===== config.mk =====
export PLATFORM = sky130hd
export DESIGN_NAME = i2c_byte_master
export DESIGN_NICKNAME = d
export VERILOG_FILES = /design/src/rtl/i2cm_pkg.sv /design/src/rtl/i2cm_tick.sv /design/src/rtl/i2cm_engine.sv /design/src/rtl/i2c_byte_master.sv
export SDC_FILE = /design/constraint.sdc
export NUM_CORES = 1
export LEC_CHECK = 0
export ABC_AREA = 1
export CORE_AREA = 2 2 162 101
export CTS_CLUSTER_DIAMETER = 40
export DETAILED_ROUTE_END_ITERATION = 8
export DIE_AREA = 0 0 164 103
export DONT_BUFFER_PORTS = 1
export GPL_TIMING_DRIVEN = 0
export PLACE_DENSITY = 0.43
export SETUP_SLACK_MARGIN = 0.4
export SYNTH_ARGS = -nofsm -noshare
export SYNTH_HDL_FRONTEND = slang
export SYNTH_SLANG_ARGS = --single-unit

===== constraint.sdc =====
create_clock -name clk -period 6.4 [get_ports clk]
set_input_delay 0.32 -clock clk [delete_from_list [all_inputs] [get_ports clk]]
set_output_delay 0.32 -clock clk [all_outputs]
set_load 0.02 [all_outputs]

===== src/rtl/i2cm_pkg.sv =====
package i2cm_pkg;

    typedef enum logic [7:0] {
        SC_BUSERR  = 8'h00,
        SC_START   = 8'h08,
        SC_RESTART = 8'h10,
        SC_AW_ACK  = 8'h18,
        SC_AW_NACK = 8'h20,
        SC_TX_ACK  = 8'h28,
        SC_TX_NACK = 8'h30,
        SC_AR_ACK  = 8'h40,
        SC_AR_NACK = 8'h48,
        SC_RX_ACK  = 8'h50,
        SC_RX_NACK = 8'h58,
        SC_IDLE    = 8'hF8
    } stat_e;

    typedef enum logic [2:0] {EG_IDLE, EG_HOLD, EG_START, EG_XFER, EG_STOP} eng_e;

    typedef enum logic [1:0] {BK_ADDR, BK_TX, BK_RX} byte_e;

    typedef struct packed {
        logic int_en;
        logic bus_en;
        logic start;
        logic stop;
        logic flag;
        logic ack;
    } ctl_t;

    localparam int TICKS_PER_BIT = 10;
    localparam int BITS_PER_SLOT = 9;

    localparam logic [2:0] RA_CTL  = 3'd0;
    localparam logic [2:0] RA_STAT = 3'd1;
    localparam logic [2:0] RA_DATA = 3'd2;
    localparam logic [2:0] RA_CLK  = 3'd3;
    localparam logic [2:0] RA_SRST = 3'd4;
    localparam logic [2:0] RA_LINE = 3'd5;

    function automatic stat_e byte_status(byte_e k, logic rw, logic ack);
        case (k)
            BK_ADDR: return rw ? (ack ? SC_AR_ACK : SC_AR_NACK)
                               : (ack ? SC_AW_ACK : SC_AW_NACK);
            BK_TX:   return ack ? SC_TX_ACK : SC_TX_NACK;
            default: return ack ? SC_RX_ACK : SC_RX_NACK;
        endcase
    endfunction

endpackage


===== src/rtl/i2cm_tick.sv =====
module i2cm_tick #(
    parameter int MW = 4,
    parameter int NW = 3,
    parameter int CW = MW + (1 << NW)
) (
    input  logic          clk,
    input  logic          rst,
    input  logic [MW-1:0] div_m,
    input  logic [NW-1:0] div_n,
    output logic          tick
);
    logic [CW-1:0] cnt;
    logic [CW-1:0] limit;

    assign limit = (CW'(div_m) + CW'(1)) << div_n;
    assign tick  = (cnt >= limit - CW'(1));

    always_ff @(posedge clk) begin
        if (rst || tick) cnt <= '0;
        else             cnt <= cnt + CW'(1);
    end
endmodule


===== src/rtl/i2cm_engine.sv =====
module i2cm_engine
    import i2cm_pkg::*;
(
    input  logic       clk,
    input  logic       rst,
    input  logic       tick,
    input  logic       flag,
    input  logic       bus_en,
    input  logic       start_req,
    input  logic       stop_req,
    input  logic       ack_en,
    input  logic [7:0] tx_byte,
    input  logic       sda_i,
    output logic       scl_lo,
    output logic       sda_lo,
    output logic       ev_flag,
    output logic       ev_start_done,
    output logic       ev_stop_done,
    output logic       rx_load,
    output logic [7:0] rx_byte,
    output stat_e      status
);
    localparam logic [3:0] LAST_T   = 4'(TICKS_PER_BIT - 1);
    localparam logic [3:0] ACK_SLOT = 4'(BITS_PER_SLOT - 1);

    eng_e       st;
    byte_e      kind;
    logic [3:0] t, bitn;
    logic [7:0] sh;
    logic       from_hold, ack_got, ack_sent, drive_low;

    assign rx_byte = sh;

    always_comb begin
        if (bitn < ACK_SLOT) drive_low = (kind != BK_RX) && !sh[7];
        else                 drive_low = (kind == BK_RX) && ack_en;
    end

    always_ff @(posedge clk) begin
        if (rst) begin
            st <= EG_IDLE;  kind <= BK_ADDR;  t <= '0;  bitn <= '0;  sh <= '0;
            from_hold <= 1'b0;  ack_got <= 1'b0;  ack_sent <= 1'b0;
            scl_lo <= 1'b0;  sda_lo <= 1'b0;  status <= SC_IDLE;
            ev_flag <= 1'b0;  ev_start_done <= 1'b0;  ev_stop_done <= 1'b0;  rx_load <= 1'b0;
        end else begin
            ev_flag <= 1'b0;  ev_start_done <= 1'b0;  ev_stop_done <= 1'b0;  rx_load <= 1'b0;
            if (tick && (st == EG_START || st == EG_XFER || st == EG_STOP))
                t <= (t == LAST_T) ? 4'd0 : t + 4'd1;
            case (st)
                EG_IDLE: if (bus_en && start_req && !flag) begin
                    st <= EG_START;  from_hold <= 1'b0;  t <= '0;
                end
                EG_HOLD: if (!flag && !ev_flag) begin
                    t <= '0;  bitn <= '0;
                    if (start_req) begin
                        st <= EG_START;  from_hold <= 1'b1;
                    end else if (stop_req) begin
                        st <= EG_STOP;
                    end else begin
                        case (status)
                            SC_START, SC_RESTART: begin kind <= BK_ADDR; sh <= tx_byte; st <= EG_XFER; end
                            SC_AW_ACK, SC_TX_ACK: begin kind <= BK_TX;   sh <= tx_byte; st <= EG_XFER; end
                            SC_AR_ACK, SC_RX_ACK: begin kind <= BK_RX;   sh <= '0;      st <= EG_XFER; end
                            default:              begin status <= SC_BUSERR; ev_flag <= 1'b1; end
                        endcase
                    end
                end
                EG_START: if (tick) begin
                    case (t)
                        4'd0: scl_lo <= 1'b1;
                        4'd1: sda_lo <= 1'b0;
                        4'd3: scl_lo <= 1'b0;
                        4'd6: sda_lo <= 1'b1;
                        LAST_T: begin
                            scl_lo <= 1'b1;  st <= EG_HOLD;  ev_flag <= 1'b1;  ev_start_done <= 1'b1;
                            status <= from_hold ? SC_RESTART : SC_START;
                        end
                        default: ;
                    endcase
                end
                EG_XFER: if (tick) begin
                    case (t)
                        4'd1: begin
                            sda_lo <= drive_low;
                            if (bitn == ACK_SLOT) ack_sent <= ack_en;
                        end
                        4'd5: scl_lo <= 1'b0;
                        4'd7: begin
                            if (bitn == ACK_SLOT) ack_got <= !sda_i;
                            else                  sh <= {sh[6:0], sda_i};
                        end
                        LAST_T: begin
                            scl_lo <= 1'b1;
                            if (bitn == ACK_SLOT) begin
                                st <= EG_HOLD;  ev_flag <= 1'b1;
                                status  <= byte_status(kind, sh[0], (kind == BK_RX) ? ack_sent : ack_got);
                                rx_load <= (kind == BK_RX);
                            end else begin
                                bitn <= bitn + 4'd1;
                            end
                        end
                        default: ;
                    endcase
                end
                EG_STOP: if (tick) begin
                    case (t)
                        4'd1: sda_lo <= 1'b1;
                        4'd5: scl_lo <= 1'b0;
                        4'd8: sda_lo <= 1'b0;
                        LAST_T: begin st <= EG_IDLE; status <= SC_IDLE; ev_stop_done <= 1'b1; end
                        default: ;
                    endcase
                end
                default: st <= EG_IDLE;
            endcase
        end
    end


    sda_setup_chk: assert property (@(posedge clk) disable iff (rst)
        (st == EG_XFER && !$stable(sda_lo)) |-> scl_lo);
endmodule


===== src/rtl/i2c_byte_master.sv =====
module i2c_byte_master
    import i2cm_pkg::*;
#(
    parameter int         DIV_M_W   = 4,
    parameter int         DIV_N_W   = 3,
    parameter logic [7:0] CLK_RESET = 8'h28
) (
    input  logic       clk,
    input  logic       rst,
    input  logic [2:0] reg_addr,
    input  logic       reg_wr,
    input  logic [7:0] reg_wdata,
    output logic [7:0] reg_rdata,
    output logic       irq,
    input  logic       scl_i,
    output logic       scl_lo,
    input  logic       sda_i,
    output logic       sda_lo
);
    localparam int CLK_W = DIV_M_W + DIV_N_W;
    localparam int CNT_W = DIV_M_W + (1 << DIV_N_W);

    ctl_t             ctl;
    logic [7:0]       data_q, rx_byte;
    logic [CLK_W-1:0] clk_q;
    logic             srst_q, tick, ev_flag, ev_start_done, ev_stop_done, rx_load;
    stat_e            status;

    wire eng_rst = rst || srst_q;
    wire wr_ctl  = reg_wr && (reg_addr == RA_CTL);
    wire wr_data = reg_wr && (reg_addr == RA_DATA);
    wire wr_clk  = reg_wr && (reg_addr == RA_CLK);
    wire wr_srst = reg_wr && (reg_addr == RA_SRST);

    always_ff @(posedge clk) begin
        if (rst) begin
            ctl <= '0;
        end else if (srst_q) begin
            ctl.start <= 1'b0;  ctl.stop <= 1'b0;  ctl.flag <= 1'b0;
        end else begin
            if (wr_ctl) begin
                ctl.int_en <= reg_wdata[7];
                ctl.bus_en <= reg_wdata[6];
                ctl.start  <= reg_wdata[5];
                ctl.stop   <= reg_wdata[4];
                ctl.ack    <= reg_wdata[2];
                if (!reg_wdata[3]) ctl.flag <= 1'b0;
            end
            if (ev_flag)       ctl.flag  <= 1'b1;
            if (ev_start_done) ctl.start <= 1'b0;
            if (ev_stop_done)  ctl.stop  <= 1'b0;
        end
    end

    always_ff @(posedge clk) begin
        if (rst) begin
            data_q <= '0;  clk_q <= CLK_RESET[CLK_W-1:0];  srst_q <= 1'b0;
        end else begin
            srst_q <= wr_srst && reg_wdata[0];
            if (rx_load)      data_q <= rx_byte;
            else if (wr_data) data_q <= reg_wdata;
            if (wr_clk)       clk_q  <= reg_wdata[CLK_W-1:0];
        end
    end

    i2cm_tick #(.MW(DIV_M_W), .NW(DIV_N_W), .CW(CNT_W)) u_tick (
        .clk(clk), .rst(rst),
        .div_m(clk_q[CLK_W-1 -: DIV_M_W]), .div_n(clk_q[DIV_N_W-1:0]),
        .tick(tick)
    );

    i2cm_engine u_engine (
        .clk(clk), .rst(eng_rst), .tick(tick), .flag(ctl.flag), .bus_en(ctl.bus_en),
        .start_req(ctl.start), .stop_req(ctl.stop), .ack_en(ctl.ack), .tx_byte(data_q),
        .sda_i(sda_i), .scl_lo(scl_lo), .sda_lo(sda_lo), .ev_flag(ev_flag),
        .ev_start_done(ev_start_done), .ev_stop_done(ev_stop_done),
        .rx_load(rx_load), .rx_byte(rx_byte), .status(status)
    );

    assign irq = ctl.int_en && ctl.flag;

    always_comb begin
        case (reg_addr)
            RA_CTL:  reg_rdata = {ctl.int_en, ctl.bus_en, ctl.start, ctl.stop, ctl.flag, ctl.ack, 2'b00};
            RA_STAT: reg_rdata = status;
            RA_DATA: reg_rdata = data_q;
            RA_CLK:  reg_rdata = 8'(clk_q);
            RA_SRST: reg_rdata = {7'b0, srst_q};
            RA_LINE: reg_rdata = {2'b00, scl_i, sda_i, ~scl_lo, 1'b0, ~sda_lo, 1'b0};
            default: reg_rdata = 8'h00;
        endcase
    end


    bus_hold_chk: assert property (@(posedge clk) disable iff (rst || srst_q)
        (ctl.flag && $past(ctl.flag)) |-> (scl_lo && $stable(scl_lo) && $stable(sda_lo)));


    flag_code_chk: assert property (@(posedge clk) disable iff (rst)
        $rose(ctl.flag) |-> (status != SC_IDLE));


    stop_clear_chk: assert property (@(posedge clk) disable iff (rst)
        ($fell(ctl.stop) && !$past(wr_ctl) && !$past(srst_q)) |-> (status == SC_IDLE && !ctl.flag));
endmodule


=== Word-level counts from Yosys, hierarchy flattened ===
Index checks and enable logic that the tools add are counted.

* Bits of input ports: 16
* Logic and storage cells: 236
* Output and inout bits: 11
* Bits in registers: 72

* Bitwise logic cells: 11
* Equal/unequal tests: 50
* Add/sub/neg operators: 5
* Order comparisons: 2
* Shift-type cells: 1
* Reduce and logical (&&, ||, !) cells: 55
* Muxes and demuxes: 87

{| class="wikitable"
|+ Operator list
! cell !! number
|-
| 8-bit 2-to-1 mux || 20
|-
| 8-bit one-hot mux with 2 select lines || 3
|-
| 8-bit one-hot mux with 6 select lines || 1
|-
| 4-bit 2-to-1 mux || 10
|-
| 3-bit 2-to-1 mux || 12
|-
| 8-bit one-hot mux with 4 select lines || 1
|-
| 2-bit inequality test, second input constant || 13
|-
| 1-bit 2-to-1 mux || 24
|-
| 8-bit by 5-bit equality test with 1-bit output, second input constant || 2
|-
| 8-bit by 7-bit equality test with 1-bit output, second input constant || 2
|-
| 4-bit one-hot mux with 2 select lines || 2
|-
| 3-bit one-hot mux with 5 select lines || 1
|-
| 7-bit AND reduction || 2
|-
| 2-bit OR reduction || 7
|-
| 12-bit by 1-bit adder with 12-bit output, second input constant || 1
|-
| 3-bit by 2-bit equality test with 1-bit output, second input constant || 4
|-
| 4-bit by 3-bit equality test with 1-bit output, second input constant || 3
|-
| 4-bit equality test, second input constant || 3
|-
| 12-bit greater-or-equal comparator || 1
|-
| 1-bit logical AND || 12
|-
| 2-bit by 1-bit inequality test with 1-bit output, second input constant || 6
|-
| 3-bit inequality test, second input constant || 4
|-
| 12-bit AND reduction || 1
|-
| 4-bit AND reduction || 3
|-
| 38 further kinds || 73
|}

=== Logic depth before layout (Yosys ltp) ===
Gate-level depths: netlist (run 1).

* Depth in word-level cells: 9
* Gate-level depth with buffers: 26
* Gate-level depth less buffers: 26

=== By module ===
A second synthesis (run 1) with hierarchy kept.

* Cells, all modules: 773
* Area, all modules: 4,799.6 sq um

{| class="wikitable"
|+ By module, submodules not included
! module !! instances !! seq. area each (sq um) !! area each (sq um) !! cells each
|-
| i2cm_engine || 1 || 700.7 || 2,183.3 || 353
|-
| i2cm_tick || 1 || 240.2 || 1,402.6 || 221
|-
| i2c_byte_master || 1 || 440.4 || 1,213.7 || 199
|}

=== Worst setup path after synthesis (run 1) ===
Ideal clock, no wire load.

* Path kind: register -> register
* From: register clk_q[3]
* To: register u_engine.t[2]
* Period minus slack after synthesis: 3.002 ns
* Data arrival time: 2.886 ns
* Stages on the path, launching flop included: 24
* Required time: 6.284 ns
* Setup time: 0.116 ns
* Setup slack: 3.398 ns
* Path through: dfxtp_1 ha_1 o21ai_1 nor2_1 nand2_1 ha_1 nand2_1 inv_1 nand2_1 inv_2 nand2_1 nor2_1 nand2_1 nand2_1 inv_1 ha_1 nand2_1 nor3_1 nand2_1 nand2_1 nand2_1 inv_2 nand2_1 and3_1

* Cells in the longest elaborated chain, start to end: 8
* Elaborated cells between the ends (all ways): 9
* Those cells by class: add/sub: 2; order compare: 1; shift: 1; mux: 4; reduce/logical: 1

{| class="wikitable"
|+ RTL lines
! element !! line !! source
|-
| start: declaration || i2c_byte_master.sv:25 || <nowiki>logic [CLK_W-1:0] clk_q;</nowiki>
|-
| start signal: assignment || i2c_byte_master.sv:62 || <nowiki>if (wr_clk) clk_q <= reg_wdata[CLK_W-1:0];</nowiki>
|-
| 4-bit by 1-bit adder with 5-bit output * || i2cm_tick.sv:15 || <nowiki>assign limit = (CW'(div_m) + CW'(1)) << div_n;</nowiki>
|-
| 12-bit by 3-bit << shifter with 12-bit output * || i2cm_tick.sv:15 ||
|-
| 12-bit by 1-bit subtractor with 12-bit output * || i2cm_tick.sv:16 || <nowiki>assign tick = (cnt >= limit - CW'(1));</nowiki>
|-
| 12-bit greater-or-equal comparator * || i2cm_tick.sv:16 ||
|-
| 1-bit logical AND * || i2cm_engine.sv:47 || <nowiki>if (tick && (st == EG_START || st == EG_XFER || st == EG_STOP))</nowiki>
|-
| 4-bit 2-to-1 mux * || i2cm_engine.sv:47 ||
|-
| 4-bit 2-to-1 mux (on tied branches) || i2cm_engine.sv:53, i2cm_engine.sv:50 ||
|-
| 4-bit one-hot mux with 2 select lines * || i2cm_engine.sv:49 || <nowiki>case (st)</nowiki>
|-
| end signal: assignment || i2cm_engine.sv:48 || <nowiki>t <= (t == LAST_T) ? 4'd0 : t + 4'd1;</nowiki>
|-
| end: declaration || i2cm_engine.sv:28 || <nowiki>logic [3:0] t, bitn;</nowiki>
|}

Mark *: on every way between the ends. The rest lies on a longest branch, timed or not.
A chain may end at the register's enable or synchronous reset.

=== Worst setup path in the final report (run 1) ===
* From: register clk_q[3]
* To: register u_engine.rx_load

* Cells in the longest elaborated chain, start to end: 6

{| class="wikitable"
|+ RTL lines
! element !! line !! source
|-
| 4-bit by 1-bit adder with 5-bit output || i2cm_tick.sv:15 ||
|-
| 12-bit by 3-bit << shifter with 12-bit output || i2cm_tick.sv:15 ||
|-
| 12-bit by 1-bit subtractor with 12-bit output || i2cm_tick.sv:16 ||
|-
| 12-bit greater-or-equal comparator || i2cm_tick.sv:16 ||
|-
| 1-bit inverter (no line) || - ||
|-
| 5-bit OR reduction (no line) || - ||
|-
| end signal: assignment || i2cm_engine.sv:97 || <nowiki>rx_load <= (kind == BK_RX);</nowiki>
|-
| end: declaration || i2cm_engine.sv:19 || <nowiki>output logic rx_load,</nowiki>
|}

Every way passes these cells.

==> results.ini, run 1 <==
[timing]
fmaxAchievable_mhz=252
finalSetupViolCount=0
report.final.hold_viol_count=0
clock-skew-final_ns=0.00967
fin_crit_sh_pct=61.9
worstMarginPinSlew_ns=0.804
final_max_slew_viol_count=0
fin_tns_setup_ns=0
slew_headroom_pct=45.8
post-route-min-period_ns=3.96
grt_setup_unrepaired=no

[yosys]
netlist.area_leader.share_pct=30.4
muxShareOfSynthArea_pct=0
synth_xor_xnor_area_share_pct=1.73
postSynth.topFlopCell=sky130_fd_sc_hd__dfxtp_1
synth_area_leaders=sky130_fd_sc_hd__dfxtp_1 (30%), sky130_fd_sc_hd__nand2_1 (12%), sky130_fd_sc_hd__inv_1 (7.3%)
synth_enable_flop_cells=0
synth_area_leader_cell=sky130_fd_sc_hd__dfxtp_1
synth.cells.most_frequent=sky130_fd_sc_hd__nand2_1 (145), sky130_fd_sc_hd__inv_1 (88), sky130_fd_sc_hd__nor2_1 (84)
syn-cell-area_um2=4540
yosysWarnings=0
most_repeated_cell_in_the_gate_level_netlist_after_synthesis=sky130_fd_sc_hd__nand2_1
synth.net_count=736
dominant_combinational_cell_family_by_area_after_synthesis=simple AND/OR/NAND/NOR gates
synth-seq-cells=69
asyncSetResetFlopFracSynth_pct=0
synthSimpleGateAreaFrac_pct=33.6
synth_compound_gate_area_share_pct=19.1
post_synthesis_cell_count=701
seq_area_frac_synth_pct=30.4
synth.avg_cell_area_um2=6.48
synthAdderAreaFrac_pct=5.23
synth_cell_types=48

[critical_path]
critical_path.reg2reg.startpoint=clk_q[3]$_SDFFE_PP1P_
crit_fanout=8
required_ns=6.64
worst_setup_path_type=reg2reg
crit_path_start_kind=flip-flop
end_kind=flip-flop
critical_path_arrival_ns=4.21
cp-startpoint=clk_q[3]$_SDFFE_PP1P_

[routing]
detail-route-antenna-nets=0
routed_vias=4688
totalWireLength_um=14800
post-route-drc-count=0
detailed_routing_iterations_pass_1=5
wl_per_cell_um=16.0
detailedRoute.firstIterationViolations=428
detail_route.vias_per_cell=5.07

[finish]
layout_stage_area_growth_over_the_synthesis_result_pct=12.7
finish.net_count=747
filler_cell_count=1686
drive_gt1_share_pct=8.80
layoutNonFillerInstCount=925
antenna_cells_inserted=0

[pwr]
total_switching_power_mw=0.611
power.density_cell_area_nw_per_um2=312
p_int_mw=0.986
clockPowerShare_pct=33.7
ir_drop_v=0.000131
p_sw_share_pct=38.3
power.sequential.fraction_pct=33.0
total_leakage_power_nw=2.17
power.combinational.fraction_pct=33.3

[grt]
grt.overflow.total=0
vias_in_the_first_global_route=4043
grt_start_max_net_pins=12
antenna_found_initial=0
groute.usage.overall_pct=18.2
grt_first_pass_wirelength_um=23100

[placement]
placed_cells=910
finalWeightedCongestion=0.859
post-dp-hpwl_um=12000
i_o_buffers=0

[clock_tree]
cts_buffer_depth=2
cts.repair.resized=0
cts_inserted_buffers=9
ctsRootBufferMaster=sky130_fd_sc_hd__clkbuf_16
cts_tree=built
cts_htree_levels=3
worst_skew_late_latency_ns=0.33
post_cts_hold_buffer_count=0
post_cts_buffers=0
cts.clk_slew.worst_paths_ns=0.06
clk_sink_count=69

[die]
rows=36
initial_core_util_pct=29.1
die_h_um=103
die_area_um2=16900
io_pins=27
die_width_um=164
core_area_um2=15600

[status]
outcome=finished, final reports clean

[min_path]
worst_hold_startpoint=rst
holdCritPathClass=in2reg

[flow_run]
cap_violations=0

worst max-delay path: stages, from the launching register on:
cell	delay (ns)
sky130_fd_sc_hd__dfxtp_1	0.47
sky130_fd_sc_hd__ha_1	0.30
sky130_fd_sc_hd__o21ai_1	0.22
sky130_fd_sc_hd__nor2_1	0.10
sky130_fd_sc_hd__nand2_1	0.10
sky130_fd_sc_hd__ha_1	0.18
sky130_fd_sc_hd__nand2_1	0.05
sky130_fd_sc_hd__inv_1	0.07
sky130_fd_sc_hd__nand2_1	0.11
sky130_fd_sc_hd__inv_2	0.09
sky130_fd_sc_hd__nand2_1	0.06
sky130_fd_sc_hd__nor2_1	0.13
sky130_fd_sc_hd__nand2_1	0.06
sky130_fd_sc_hd__nand2_1	0.09
sky130_fd_sc_hd__inv_1	0.06
sky130_fd_sc_hd__ha_1	0.26
sky130_fd_sc_hd__nand2_1	0.06
sky130_fd_sc_hd__nor3_1	0.21
sky130_fd_sc_hd__nand2_1	0.18
sky130_fd_sc_hd__nand2_1	0.31
sky130_fd_sc_hd__inv_1	0.13
sky130_fd_sc_hd__nor2_1	0.29
sky130_fd_sc_hd__nand2_1	0.17
sky130_fd_sc_hd__nor3_1	0.19
power groups by stage:
stage                     combinational (mW)  sequential (mW)  clock [mW]
final                                  0.531            0.527       0.539
after CTS                              0.524            0.527       0.548
after global placement                 0.519            0.536           0
after global routing                   0.601            0.535       0.571
after detailed placement               0.522            0.536           0
after floorplan                        0.403            0.518           0
logic make-up after synthesis:
| logic type | count (synthesis) |
|---|---|
| AOI/OAI and AO/OA | 152 |
| xor gates and xnor gates | 9 |
| adders and majority gates | 19 |
| buffers and inverters | 115 |
| DFF | 69 |
| and+or+nand+nor | 337 |
sequential cells by signal, summed over array words and instances (netlist names), 2 cells and up:
| name | flops |
|---|---|
| clk_q | 7 |
| ctl | 6 |
| data_q | 8 |
| u_engine.bitn | 4 |
| u_engine.kind | 2 |
| u_engine.rx_byte | 8 |
| u_engine.st | 3 |
| u_engine.status | 5 |
| u_engine.t | 4 |
| u_tick.cnt | 12 |
through the flow:
stage          util [%]  setup slack [ns]  power, mW  cell area, um^2  hold WS [ns]
6_report           32.8              2.44       1.60             5120        0.0753
4_1_cts            32.8              2.46       1.60             5120        0.0615
3_3_place_gp       30.7              2.48       1.05             4810         0.395
2_1_floorplan         -              3.40      0.921             4540         0.379
3_5_place_dp       30.7              2.47       1.06             4810         0.401
5_1_grt            32.8              2.06       1.71             5120        0.0508
placed cells by master, fill, tap and decap left out, types with 2 or more instances in the layout:
cell type,count
sky130_fd_sc_hd__inv_1,88
sky130_fd_sc_hd__clkbuf_16,9
sky130_fd_sc_hd__nand2_2,6
sky130_fd_sc_hd__nand2_1,145
sky130_fd_sc_hd__a221oi_1,2
sky130_fd_sc_hd__inv_2,11
sky130_fd_sc_hd__a31oi_1,11
sky130_fd_sc_hd__clkbuf_1,8
sky130_fd_sc_hd__xnor2_1,3
sky130_fd_sc_hd__nor3_2,3
sky130_fd_sc_hd__bufinv_16,2
sky130_fd_sc_hd__o211ai_1,3
sky130_fd_sc_hd__nand3b_1,2
sky130_fd_sc_hd__xor2_1,6
sky130_fd_sc_hd__a21oi_1,63
sky130_fd_sc_hd__dfxtp_1,69
sky130_fd_sc_hd__nand4_1,12
sky130_fd_sc_hd__nor2_1,84
sky130_fd_sc_hd__buf_2,4
sky130_fd_sc_hd__o21ai_1,3
sky130_fd_sc_hd__buf_4,3
sky130_fd_sc_hd__nor4_1,2
sky130_fd_sc_hd__nor3_1,15
sky130_fd_sc_hd__a2111oi_0,2
sky130_fd_sc_hd__nand3_1,48
sky130_fd_sc_hd__nor2_2,5
sky130_fd_sc_hd__nor2_4,8
sky130_fd_sc_hd__or2_2,2
sky130_fd_sc_hd__ha_1,19
sky130_fd_sc_hd__a21oi_2,2
sky130_fd_sc_hd__o21ai_0,49
sky130_fd_sc_hd__a22oi_1,5
sky130_fd_sc_hd__o31ai_1,2
metal layers:
| layer | track usage [%] | vias to the layer above | share of wire [%] |
|---|---|---|---|
| met2 | 21.4 | 166 | 34 |
| met5 | 0 | - | 0 |
| met3 | 5.07 | 9 | 9.2 |
| met1 | 30.6 | 2159 | 57 |
| li1 | - | 2354 | - |
| met4 | 3.17 | 0 | 0.64 |
cell type report:
type | count | area (um^2) | area share [%]
multi-input combinational | 517 | 2720 | 53.0
sequential | 69 | 1380 | 27.0
inverter | 100 | 375 | 7.33
tap | 209 | 262 | 5.11
clock buffer | 11 | 243 | 4.74
clock inverter | 4 | 72.6 | 1.42
buffer | 15 | 72.6 | 1.42
final timing paths:
path,slack (ns),end,cells after the start
worst min register to register,0.41,ctl[2]$_SDFFE_PP0P_,1
worst min-delay path,0.08,srst_q$_SDFF_PP0_,1
worst max register to register,2.44,u_engine.rx_load$_SDFF_PP0_,23
worst max-delay path,2.44,u_engine.rx_load$_SDFF_PP0_,23
Note: power is estimated with default switching activity, not from simulation.
==> run 2, diff against run 1 <==
==> constraint.sdc (replaced) <==
create_clock -name clk -period 3.8 [get_ports clk]
set_input_delay 0.19 -clock clk [delete_from_list [all_inputs] [get_ports clk]]
set_output_delay 0.19 -clock clk [all_outputs]
set_load 0.02 [all_outputs]
==> run 2 against run 1 <==
Core utilization increased by 1.6 points. Worst setup slack got worse by 1.9 ns. Cell area increased by 4.9%. Routed wire length increased by 2.4%. Register-to-register slack got worse by 1.9 ns. Combinational power increased by 82%. Clock power increased by 69%. Sequential share of layout area decreased by 1.1 points. Critical path type unchanged. Largest power group is now combinational cells.
==> results.ini, run 2 (synthesis results as in run 1) <==
[critical_path]
critical_path_arrival_ns=3.44  ; was 4.21 ns
critical_path.reg2reg.startpoint=clk_q[3]$_SDFFE_PP1P_  ; unchanged
r2r-end=u_engine.rx_byte[6]$_SDFFE_PP0P_  ; was u_engine.rx_load$_SDFF_PP0_
timing.reg2reg.setup_slack_ns=0.58  ; was 2.44 ns
required_ns=4.01  ; was 6.64 ns
worstRegToRegCells=23  ; unchanged
max_stage_delay_ns=0.37  ; was 0.47 ns
crit_path_start_kind=flip-flop  ; unchanged
crit_fanout=7  ; was 8
end_kind=flip-flop  ; unchanged
worst_setup_path_type=reg2reg  ; unchanged
crit_path_cell_trace=ha_4 -> o21ai_4 -> nor2_2 -> nand2_2 -> ha_2 -> nand2_1 -> inv_1 -> nand2_2 -> inv_2 -> nand2_4 -> nor2_4 -> nor2_1 -> nor2_2 -> ha_1 -> nand2_1 -> o21ai_1 -> a21oi_2 -> buf_6 -> nand2_8 -> o21ai_4 -> nand2_1 -> nand2_1 -> a21oi_1  ; was ha_1 -> o21ai_1 -> nor2_1 -> nand2_1 -> ha_1 -> nand2_1 -> inv_1 -> nand2_1 -> inv_2 -> nand2_1 -> nor2_1 -> nand2_1 -> nand2_1 -> inv_1 -> ha_1 -> nand2_1 -> nor3_1 -> nand2_1 -> nand2_1 -> inv_1 -> nor2_1 -> nand2_1 -> nor3_1
slowest_stage_cell_cp=sky130_fd_sc_hd__dfxtp_4  ; was sky130_fd_sc_hd__dfxtp_1
critPathMostFrequentCell=sky130_fd_sc_hd__nand2_1  ; unchanged

[grt]
groute.usage.overall_pct=18.2  ; about the same
grt_start_max_net_pins=12  ; unchanged
grt.overflow.total=0  ; unchanged
antenna_found_initial=0  ; unchanged
grt_first_pass_wirelength_um=23100  ; about the same
vias_in_the_first_global_route=4058  ; was 4,043

[routing]
routed_vias=4724  ; was 4,688
wl_per_cell_um=16.2  ; was 16.0 um
totalWireLength_um=15100  ; was 14,800 um
post-route-drc-count=0  ; unchanged
detailed_routing_iterations_pass_1=5  ; unchanged
detail_route.vias_per_cell=5.06  ; was 5.07
detail-route-antenna-nets=0  ; unchanged
detailedRoute.firstIterationViolations=344  ; was 428

[timing]
grt_setup_unrepaired=no  ; unchanged
worst_hold_slack_ns=0.00944  ; was 0.0753 ns
post-route-min-period_ns=3.22  ; was 3.96 ns
fmaxAchievable_mhz=310  ; was 252 MHz
slew_headroom_pct=46.6  ; was 45.8%
final.setup.worst_slack_ns=0.576  ; was 2.44 ns
worstMarginPinSlew_ns=0.793  ; was 0.804 ns
fin_crit_sh_pct=84.9  ; was 61.9%
final_max_slew_viol_count=0  ; unchanged
clock-skew-final_ns=0.00990  ; was 0.00967 ns
report.final.hold_viol_count=0  ; unchanged
finalSetupViolCount=0  ; unchanged

[finish]
max_flop_register=u_tick.cnt  ; unchanged
mostFrequentLayoutCell=sky130_fd_sc_hd__nand2_1  ; unchanged
drive_gt1_share_pct=14.4  ; was 8.80%
max_reg_flops=12  ; unchanged
commonest_non_fill_non_tap_cells_in_the_layout=sky130_fd_sc_hd__nand2_1 (134), sky130_fd_sc_hd__inv_1 (87), sky130_fd_sc_hd__nor2_1 (78)  ; was sky130_fd_sc_hd__nand2_1 (145), sky130_fd_sc_hd__inv_1 (88), sky130_fd_sc_hd__nor2_1 (84)
layoutNonFillerInstCount=933  ; was 925
layout_stage_area_growth_over_the_synthesis_result_pct=18.2  ; was 12.7%
finish.net_count=755  ; was 747
antenna_cells_inserted=0  ; unchanged

[pwr]
p_sw_share_pct=38.8  ; was 38.3%
power.sequential.fraction_pct=32.1  ; was 33.0%
clockPowerShare_pct=32.9  ; was 33.7%
p_int_mw=1.69  ; was 0.986 mW
power.density_cell_area_nw_per_um2=515  ; was 312 nW/um^2
ir_drop_v=0.000223  ; was 0.000131 V
total_leakage_power_nw=2.23  ; was 2.17 nW
power.combinational.fraction_pct=35.0  ; was 33.3%
total_switching_power_mw=1.07  ; was 0.611 mW

[min_path]
whs_endpoint=clk_q[5]$_SDFFE_PP1P_  ; was srst_q$_SDFF_PP0_
worst_hold_startpoint=reg_wdata[5]  ; was rst
min_delay_path_depth=2  ; was 1
holdCritPathClass=in2reg  ; unchanged

[clock_tree]
cts_tree=built  ; unchanged
cts.clk_slew.worst_paths_ns=0.05  ; was 0.06 ns
clk_sink_count=69  ; unchanged
cts_inserted_buffers=9  ; unchanged
cts_htree_levels=3  ; unchanged
worst_skew_late_latency_ns=0.33  ; about the same
ctsRootBufferMaster=sky130_fd_sc_hd__clkbuf_16  ; unchanged
cts_buffer_depth=2  ; unchanged

[status]
outcome=finished, final reports clean  ; unchanged

[die]
initial_core_util_pct=29.1  ; unchanged
io_pins=27  ; unchanged
die_h_um=103  ; unchanged
core_area_um2=15600  ; unchanged
rows=36  ; unchanged
die_width_um=164  ; unchanged
die_area_um2=16900  ; unchanged

[placement]
finalWeightedCongestion=0.859  ; unchanged
placement.setup.worst_slack_ns=-0.132  ; was 2.47 ns
i_o_buffers=0  ; unchanged
post-dp-hpwl_um=12000  ; unchanged
placed_cells=910  ; unchanged

[flow_run]
cap_violations=0  ; unchanged

==> run 2: cell count changes in the layout (fill, tap and decap cells not counted), sizes merged <==
cell and delta:
clkinv -1, buf +6, o21ai +1, dlygate4sd3 +1, clkinvlp +1
==> run 2: power by group through the flow <==
stage,clock (mW),sequential (mW),combinational (mW)
floorplan,0,0.872,0.678
global placement,0,0.902,0.874
detailed placement,0,0.903,0.878
CTS,0.924,0.888,0.897
global route,0.962,0.900,1.09
finish,0.912,0.888,0.968
==> run 2: critical path: cells and delay by family (launching register included) <==
kind / cells / cell delay [ns]
AO/OA/AOI/OAI: 5 / 0.71
AND/OR/NAND/NOR: 12 / 0.99
buffers and inverters: 3 / 0.33
flip-flops: 1 / 0.37
adder cells (fa/ha/maj): 3 / 0.69
==> run 2: per-layer routing <==
metal / wire, um / GRT usage [%] / vias to the layer above
li1: - / - / 2377
met1: 8440 / 30.5 / 2185
met2: 5190 / 21.4 / 153
met3: 1360 / 5.39 / 9
met4: 122 / 3.17 / 0
met5: 0 / 0 / -
==> run 2: worst max-delay path by stage <==
stage                                  endpoint  cells after the start                   from  slack [ns]
3_3_place_gp        u_engine.rx_load$_SDFF_PP0_                     23  clk_q[3]$_SDFFE_PP1P_       -0.12
3_5_place_dp           u_tick.cnt[9]$_SDFF_PP0_                     22  clk_q[3]$_SDFFE_PP1P_       -0.13
2_1_floorplan          u_engine.t[2]$_SDFF_PP0_                     23  clk_q[3]$_SDFFE_PP1P_        0.80
6_report       u_engine.rx_byte[6]$_SDFFE_PP0P_                     23  clk_q[3]$_SDFFE_PP1P_        0.58
5_1_grt        u_engine.rx_byte[6]$_SDFFE_PP0P_                     22  clk_q[3]$_SDFFE_PP1P_        0.38
4_1_cts        u_engine.rx_byte[7]$_SDFFE_PP0P_                     22  clk_q[3]$_SDFFE_PP1P_        0.41
==> run 2: area by class of cell <==
type / count / area (um^2)
timing repair buffer: 7 / 58.8
tap: 209 / 262
inverter: 100 / 387
multi-input combinational: 518 / 2890
clock buffer: 11 / 243
fill: 1669 / 10300
sequential: 69 / 1390
buffer: 15 / 76.3
clock inverter: 4 / 72.6
==> run 2: repair_timing <==
action	CTS	global route
hold buffers	1	0
hold endpoints to repair	2	0
gates resized for setup	14	40
cloned	0	1
setup buffers	1	5
setup endpoints to repair	44	44
pin swaps	1	13
==> run 2: through the flow <==
| step | TNS [ns] | power, mW | utilization (%) | cell area (um^2) |
|---|---|---|---|---|
| 2_1_floorplan | 0 | 1.55 | - | 4540 |
| 3_3_place_gp | -1.59 | 1.78 | 30.7 | 4810 |
| 3_5_place_dp | -2.94 | 1.78 | 30.7 | 4810 |
| 4_1_cts | 0 | 2.71 | 33.1 | 5180 |
| 5_1_grt | 0 | 2.95 | 34.4 | 5370 |
| 6_report | 0 | 2.77 | 34.4 | 5370 |
